===== src/rtl/irq_vec_pkg.sv =====
package irq_vec_pkg;
  localparam int NSRC     = 7;
  localparam int NEXT     = 4;
  localparam int NPER     = 3;
  localparam int SW       = $clog2(NSRC);
  localparam int VW       = 8;
  localparam int VEC_BASE = 3;
  localparam int VEC_STEP = 8;
  localparam int GAP_AT   = 5;  // vector slot skipped before this position
  localparam int EXT_POS [NEXT] = '{0, 2, 5, 6};
  localparam int PER_POS [NPER] = '{1, 3, 4};

  function automatic logic [VW-1:0] vec_of(input logic [SW-1:0] idx);
    int slot;
    slot = int'(idx) + ((int'(idx) >= GAP_AT) ? 1 : 0);
    return VW'(VEC_BASE + VEC_STEP * slot);
  endfunction
endpackage


===== src/rtl/irq_edge_src.sv =====
module irq_edge_src (
  input  logic clk_i,
  input  logic rst_ni,
  input  logic pin_n_i,
  input  logic edge_mode_i,
  input  logic clr_i,
  output logic pend_o
);
  logic prev_q, flag_q, fall;

  assign fall = prev_q & ~pin_n_i;

  always_ff @(posedge clk_i or negedge rst_ni) begin
    if (!rst_ni) begin
      prev_q <= 1'b1;
      flag_q <= 1'b0;
    end else begin
      prev_q <= pin_n_i;
      if (!edge_mode_i)  flag_q <= 1'b0;
      else if (fall)     flag_q <= 1'b1;  // new edge wins over clear
      else if (clr_i)    flag_q <= 1'b0;
    end
  end

  assign pend_o = edge_mode_i ? flag_q : ~pin_n_i;
endmodule


===== src/rtl/irq_select.sv =====
module irq_select
  import irq_vec_pkg::*;
(
  input  logic [NSRC-1:0] pend_i,
  input  logic [NSRC-1:0] en_i,
  input  logic [NSRC-1:0] prio_i,
  input  logic            gen_i,
  input  logic [1:0]      in_svc_i,
  output logic            req_o,
  output logic [SW-1:0]   idx_o,
  output logic            hi_o
);
  logic [NSRC-1:0] elig, hi_c, lo_c, cand;

  always_comb begin
    elig = gen_i ? (pend_i & en_i) : '0;
    hi_c = elig & prio_i;
    lo_c = elig & ~prio_i;
    if (in_svc_i[1])                cand = '0;
    else if (in_svc_i[0] || |hi_c)  cand = hi_c;
    else                            cand = lo_c;
    idx_o = '0;
    for (int k = NSRC - 1; k >= 0; k--) begin
      if (cand[k]) idx_o = SW'(k);
    end
    req_o = |cand;
    hi_o  = req_o & prio_i[idx_o];
  end
endmodule


===== src/rtl/irq_svc_stack.sv =====
module irq_svc_stack (
  input  logic       clk_i,
  input  logic       rst_ni,
  input  logic       push_i,
  input  logic       push_hi_i,
  input  logic       pop_i,
  output logic [1:0] in_svc_o
);
  logic [1:0] svc_q, popped;

  always_comb begin
    popped = svc_q;
    if (pop_i) begin
      if (svc_q[1]) popped[1] = 1'b0;
      else          popped[0] = 1'b0;
    end
  end

  always_ff @(posedge clk_i or negedge rst_ni) begin
    if (!rst_ni)     svc_q <= 2'b00;
    else if (push_i) svc_q <= popped | (push_hi_i ? 2'b10 : 2'b01);
    else             svc_q <= popped;
  end

  assign in_svc_o = svc_q;
endmodule


===== src/rtl/irq_vec_ctrl.sv =====
module irq_vec_ctrl
  import irq_vec_pkg::*;
(
  input  logic              clk_i,
  input  logic              rst_ni,
  input  logic [NEXT-1:0]   ext_n_i,
  input  logic [NPER-1:0]   periph_i,
  input  logic [NEXT-1:0]   edge_mode_i,
  input  logic [NSRC-1:0]   src_en_i,
  input  logic [NSRC-1:0]   src_prio_i,
  input  logic              global_en_i,
  input  logic              take_i,
  input  logic              reti_i,
  output logic              req_o,
  output logic [VW-1:0]     vector_o,
  output logic              sel_hi_o,
  output logic [1:0]        in_svc_o
);
  logic [NSRC-1:0] pend;
  logic [SW-1:0]   sel_idx;
  logic            sel_req, sel_hi, taken;

  assign taken = take_i & sel_req;

  for (genvar e = 0; e < NEXT; e++) begin : g_ext
    irq_edge_src u_src (
      .clk_i      (clk_i),
      .rst_ni     (rst_ni),
      .pin_n_i    (ext_n_i[e]),
      .edge_mode_i(edge_mode_i[e]),
      .clr_i      (taken && (sel_idx == SW'(EXT_POS[e]))),
      .pend_o     (pend[EXT_POS[e]])
    );
  end

  for (genvar p = 0; p < NPER; p++) begin : g_per
    assign pend[PER_POS[p]] = periph_i[p];
  end

  irq_select u_sel (
    .pend_i  (pend),
    .en_i    (src_en_i),
    .prio_i  (src_prio_i),
    .gen_i   (global_en_i),
    .in_svc_i(in_svc_o),
    .req_o   (sel_req),
    .idx_o   (sel_idx),
    .hi_o    (sel_hi)
  );

  irq_svc_stack u_svc (
    .clk_i    (clk_i),
    .rst_ni   (rst_ni),
    .push_i   (taken),
    .push_hi_i(sel_hi),
    .pop_i    (reti_i),
    .in_svc_o (in_svc_o)
  );

  assign req_o    = sel_req;
  assign sel_hi_o = sel_hi;
  assign vector_o = sel_req ? vec_of(sel_idx) : '0;
endmodule


===== config.mk =====
export PLATFORM = sky130hd
export DESIGN_NAME = irq_vec_ctrl
export DESIGN_NICKNAME = d
export VERILOG_FILES = /design/src/rtl/irq_vec_pkg.sv /design/src/rtl/irq_edge_src.sv /design/src/rtl/irq_select.sv /design/src/rtl/irq_svc_stack.sv /design/src/rtl/irq_vec_ctrl.sv
export SDC_FILE = /design/constraint.sdc
export NUM_CORES = 1
export LEC_CHECK = 0
export ABC_CLOCK_PERIOD_IN_PS = 4900
export BUFFER_PORTS_ARGS = -buffer_cell sky130_fd_sc_hd__buf_2
export CORE_AREA = 8 8 74 76
export DETAILED_ROUTE_END_ITERATION = 8
export DIE_AREA = 0 0 82 84
export GPL_TIMING_DRIVEN = 0
export SLEW_MARGIN = 20
export SYNTH_ARGS = -nofsm -noshare
export SYNTH_HDL_FRONTEND = slang
export SYNTH_SLANG_ARGS = --single-unit

===== constraint.sdc =====
create_clock -name clk_i -period 4.9 [get_ports clk_i]
set_input_delay 1.225 -clock clk_i [delete_from_list [all_inputs] [get_ports clk_i]]
set_output_delay 1.225 -clock clk_i [all_outputs]
set_load 0.005 [all_outputs]

# Yosys cells after proc, flatten, opt, wreduce, memory -nomap -nowiden

Index checks and enable logic that the tools add are counted.

Register bits after elaboration: 10
Input port bits: 30
Output and inout bits: 12
Logic and storage cells: 77

Add/sub/neg operators: 2
Magnitude comparators: 2
Eq/ne operators: 7
Mux-type cells: 34
Bitwise gates (word level): 15
Reduce and logical (&&, ||, !) cells: 8

Operator list:

| operator                                                                | count |
|---|---|
| 7-bit AND                                                               | 3 |
| 3-bit 2-to-1 mux                                                        | 7 |
| 7-bit 2-to-1 mux                                                        | 3 |
| 1-bit 2-to-1 mux                                                        | 19 |
| 7-bit OR reduction                                                      | 2 |
| 3-bit by 1-bit inequality test with 1-bit output, second input constant | 4 |
| 2-bit by 7-bit adder with 8-bit output, first input constant            | 1 |
| 8-bit 2-to-1 mux                                                        | 1 |
| 7-bit inverter                                                          | 1 |
| 1-bit AND                                                               | 6 |
| 3-bit == test, second input constant                                    | 2 |
| 2-bit 2-to-1 mux                                                        | 3 |
| 3-bit by 1-bit adder with 4-bit output                                  | 1 |
| 1-bit logical AND                                                       | 4 |
| 3-bit by 4-bit < comparator with 1-bit output, second input constant    | 1 |
| 1-bit inverter                                                          | 4 |
| 1-bit binary-select mux with 3-bit select                               | 1 |
| 3-bit by 2-bit == test with 1-bit output, second input constant         | 1 |
| 3-bit >= comparator, second input constant                              | 1 |
| 3-bit zero test                                                         | 1 |
| 2-bit bitwise OR                                                        | 1 |
| 1-bit logical OR                                                        | 1 |

# Depth between registers and ports, before layout

Word-level depth: 22
Gate-level depth with buffers: 14
Mapped depth without buffers: 11

# Modules after synthesis

Synthesis repeated with hierarchy kept, for this count alone.

Cells, all modules: 133
Area total of the unflattened synthesis: 1132.3 um2

By module, submodules not included:

| module        | times used | cells an instance | area an instance (um2) | sequential area each (um2) |
|---|---|---|---|---|
| irq_select    | 1          | 75                | 538.0                  | 0.0 |
| irq_edge_src  | 4          | 7                 | 91.3                   | 51.3 |
| irq_vec_ctrl  | 1          | 22                | 147.6                  | 0.0 |
| irq_svc_stack | 1          | 8                 | 81.3                   | 50.0 |

# Least setup slack after synthesis

No wires, ideal clock.

Path kind: in2out
Start point: input port global_en_i
End point: output port vector_o[5]
Data arrival time: 3.457 ns
Data required time: 3.675 ns
Slack: 0.218 ns
Stages: 13
Path buffers: 3
Cell sequence: buf_6 -> a41o_1 -> nor4b_4 -> and3_1 -> buf_6 -> xnor2_1 -> a22o_1 -> or2_1 -> buf_6 -> o21ai_1 -> ha_1 -> ha_1 -> mux2i_1

Cells in the longest elaborated chain, start to end: 18
Elaborated cells between the ends (all ways): 20
Those cells by class: add/sub (2); order compare (1); mux (12); bitwise (2); reduce/logical (3)

Ends and longest elaborated chain:

| element                                | line               | source |
|---|---|---|
| start, declared                        | irq_vec_ctrl.sv:11 | `input logic global_en_i,` |
| 7-bit 2-to-1 mux *                     | irq_select.sv:16   | `elig = gen_i ? (pend_i & en_i) : '0;` |
| 7-bit AND                              | irq_select.sv:17   | `hi_c = elig & prio_i;` |
| 7-bit OR reduction                     | irq_select.sv:20   | `else if (in_svc_i[0] \|\| \|hi_c) cand = hi_c;` |
| 1-bit logical OR                       | irq_select.sv:20   |  |
| 7-bit 2-to-1 mux *                     | irq_select.sv:20   |  |
| 7-bit 2-to-1 mux *                     | irq_select.sv:19   | `if (in_svc_i[1]) cand = '0;` |
| 3-bit 2-to-1 mux (7 in series)         | irq_select.sv:24   | `if (cand[k]) idx_o = SW'(k);` |
| 3-bit >= comparator                    | irq_vec_pkg.sv:15  | `slot = int'(idx) + ((int'(idx) >= GAP_AT) ? 1 : 0);` |
| 1-bit 2-to-1 mux                       | irq_vec_pkg.sv:15  |  |
| 3-bit by 1-bit adder with 4-bit output | irq_vec_pkg.sv:15  |  |
| 2-bit by 7-bit adder with 8-bit output | irq_vec_pkg.sv:16  | `return VW'(VEC_BASE + VEC_STEP * slot);` |
| 8-bit 2-to-1 mux *                     | irq_vec_ctrl.sv:62 | `assign vector_o = sel_req ? vec_of(sel_idx) : '0;` |
| end, declared                          | irq_vec_ctrl.sv:15 | `output logic [VW-1:0] vector_o,` |

Every way passes the cells marked *; elsewhere a longest branch is shown, timed or not.

# Worst setup path in the final report

Start point: input port edge_mode_i[3]
End point: output port vector_o[4]

Cells in the longest elaborated chain, start to end: 20
Elaborated cells between the ends (all ways): 22
Those cells by class: add/sub (2); order compare (1); mux (13); bitwise (3); reduce/logical (3)

Ends and longest elaborated chain:

| element                                | line               | source |
|---|---|---|
| start, declared                        | irq_vec_ctrl.sv:8  | `input logic [NEXT-1:0] edge_mode_i,` |
| 1-bit 2-to-1 mux *                     | irq_edge_src.sv:25 | `assign pend_o = edge_mode_i ? flag_q : ~pin_n_i;` |
| 7-bit AND *                            | irq_select.sv:16   |  |
| 7-bit 2-to-1 mux *                     | irq_select.sv:16   |  |
| 7-bit AND                              | irq_select.sv:17   |  |
| 7-bit OR reduction                     | irq_select.sv:20   |  |
| 1-bit logical OR                       | irq_select.sv:20   |  |
| 7-bit 2-to-1 mux *                     | irq_select.sv:20   |  |
| 7-bit 2-to-1 mux *                     | irq_select.sv:19   |  |
| 3-bit 2-to-1 mux (7 in series)         | irq_select.sv:24   |  |
| 3-bit >= comparator                    | irq_vec_pkg.sv:15  |  |
| 1-bit 2-to-1 mux                       | irq_vec_pkg.sv:15  |  |
| 3-bit by 1-bit adder with 4-bit output | irq_vec_pkg.sv:15  |  |
| 2-bit by 7-bit adder with 8-bit output | irq_vec_pkg.sv:16  |  |
| 8-bit 2-to-1 mux *                     | irq_vec_ctrl.sv:62 |  |

Marked as above.

==> reports/qor.txt <==
max_cap viols: 0
CP required: 3670 ps
Post-synth EDFFs: 0
initial drt markers: 56
CTS root buffer: clkbuf_8
Port Buffers: 38
clock share of power: 21.3%
Vias: 1169
unrepaired setup endpoints after global routing: yes
clock sinks: 10
sw frac: 36.0%
Place WS: -285 ps
startpoint types: primary input
CTS buffer count: 3
crit path cell chain: buf_2, or2_4, a21oi_4, nor4b_4, and3_4, buf_6, o21a_4, a211oi_4, or2_4, inv_2, ha_2, ha_4, and2_4, buf_2
CP max stage cell: or2_4
Fin. Hold Viols: 0
PwrDens: 251 mW/mm^2
status: finished, final reports clean
setup TNS: 0 ps
Post-synth top flop: dfrtp_1
layout cells sized above 1: 49.7%
core area: 0.00426 sq mm
setup slack after layout: 56.2 ps
Crit Path Class: in2out
Post-layout nets: 208
peak supply drop: 0.134 mV
Mean Syn Cell Area: 8.43 sq um
ANT cells: 0
Seq/Total Area, Yosys: 24.4%
antenna viol nets, final: 0
Max Root-Sink Buffers: 2
CTS tree: done
area of the mapped netlist: 0.00104 sq mm
initial antenna violation count: 0
DRC viols: 0
crit-path max cell delay: 260 ps
FP Rows: 24
Async S/R FF share, synth: 100%
crit-path max FO: 5
Comb pwr share: 54.2%
worst hold path type: reg2reg
Syn Inst Count: 124
Leakage: 0.719 nW
Power Total: 0.400 mW
cell-internal power: 0.256 mW
Final min period: 4840 ps
Placer Congestion: 0.851
FMAX: 206 MHz
Worst Path Buf+Inv: 4
H-tree depth: 1
Util after Layout: 37.4%
global-route wire length before repair: 5780 um
Reg clk slew, reported paths: 50 ps
Tot GR Track Use: 10.5%
Synth Register Bits: 10
count leader, synth: inv_1
DR WL/cell: 16.0 um
Sequential Power Share: 24.5%
Switch Pwr: 0.144 mW
IO Pins: 42
GR Overflow Total: 0
clock latency at the later pin of the worst-skew pair: 230 ps
synth unique cells: 48
Top delay family on crit path: simple AND/OR/NAND/NOR gates
Synth top area share: 14.4%
Synth area leaders: dfrtp_1 14%, dfstp_2 10%, o21a_1 4.3%
Synth Warn #: 0
post-synth top area cell: dfrtp_1
Starting Density: 24.5%
vias in the first global route: 1250
hold_ws: 512 ps
HPWL Detailed: 2730 um
largest net degree at the start of global routing: 11
Max Transition Viols Final: 0
DIE HEIGHT: 84 um
WP data arrival: 3620 ps
die area: 0.00689 sq mm
drt total wl: 3640 um
Setup violations, final: 0
Fin Clk Skew: 5.78 ps
Via-to-Cell Ratio: 5.15
width of the die: 82 um
first-pass iteration count of the detailed router: 4
period utilization: 98.9%
crit path capture type: output port
Layout area overhead: 52.7%
## cell families (layout without fill, tap and decap cells)
kind of cell | count (synthesis) | in the layout | synth area share [%]
buf+inv | 16 | 66 | 9.34
flops | 10 | 10 | 24.4
simple gates | 48 | 48 | 27.9
xor+xnor | 3 | 3 | 2.52
mux | 3 | 3 | 2.99
other cells | 1 | 2 | 0.359
fa+ha+maj | 2 | 2 | 2.39
compound gates | 41 | 41 | 30.1
## per-layer routing
layer | global-route usage [%] | up-vias | wire (um)
met2 | 17.7 | 42 | 1850
met5 | 0 | - | 0
met3 | 2.37 | 7 | 249
li1 | - | 566 | -
met4 | 4.95 | 0 | 68
met1 | 11.8 | 554 | 1480
## sequential cells by signal, indices dropped and copies added, names as in the netlist
name / flops
g_ext.u_src.flag_q: 4
g_ext.u_src.prev_q: 4
u_svc.in_svc_o: 2
## power by group through the flow
| stage | clock network [mW] | registers [mW] | logic (mW) |
|---|---|---|---|
| 2_1_floorplan | 0 | 0.0973 | 0.103 |
| 3_3_place_gp | 0 | 0.0988 | 0.157 |
| 3_5_place_dp | 0 | 0.0986 | 0.158 |
| 4_1_cts | 0.0888 | 0.0975 | 0.194 |
| 5_1_grt | 0.0952 | 0.0989 | 0.235 |
| 6_report | 0.0854 | 0.0982 | 0.217 |
## layout by cell type (no fill, tap or decap), types with 3 or more instances in the layout
cell type	n
and3_1	5
nor2b_1	3
nand2b_1	5
nand2_1	3
o211ai_1	4
nor2_1	6
o21ai_0	3
dfrtp_1	6
dfstp_2	4
clkbuf_8	3
buf_4	13
nand3_1	4
o21a_1	5
buf_2	37
inv_1	8
and2_1	3
nand4_1	3
## final cells by class
class / instances / area (sq um)
well taps: 52 / 65.1
repair buffers: 47 / 273
inverters: 9 / 33.8
plain buffers: 6 / 61.3
fillers: 451 / 2670
flip-flops and latches: 10 / 255
clock buffers: 4 / 45.0
multi-input cells: 99 / 862
## stage by stage
step | std cells | area (sq um)
after global routing | 227 | 1600
after global placement | 215 | 1300
after detailed placement | 215 | 1300
final | 227 | 1600
after CTS | 227 | 1500
after floorplan | 125 | 1050
## worst register-to-register path: stages (launching register included)
cell and delay, ps:
dfrtp_1 420, a41o_1 250, nor4b_4 280, and3_4 240, buf_6 140, mux2i_4 90, or3_1 420, nor3b_1 340
a2111oi_4 100, o41ai_1 370
## final timing paths
kind / startpoint / endpoint / cells after the start / slack, ps
worst max-delay path: edge_mode_i[3] / vector_o[4] / 14 / 60
worst min-delay path: g_ext[3].u_src.prev_q / g_ext[3].u_src.flag_q / 2 / 510
min in group asynchronous: rst_ni / g_ext[3].u_src.flag_q / 1 / 840
worst min register to register: g_ext[3].u_src.prev_q / g_ext[3].u_src.flag_q / 2 / 510
worst max register to register: u_svc.in_svc_o[0] / u_svc.in_svc_o[1] / 9 / 2130
max in group asynchronous: rst_ni / g_ext[1].u_src.prev_q / 1 / 3800
## what timing repair did
action	CTS	global route
pin swaps	12	12
endpoints found under the setup margin	4	3
setup buffers	7	1
resized for setup	19	19
hold buffers	0	0
gates cloned	1	0
No activity file was read; power rests on OpenSTA's default activity.
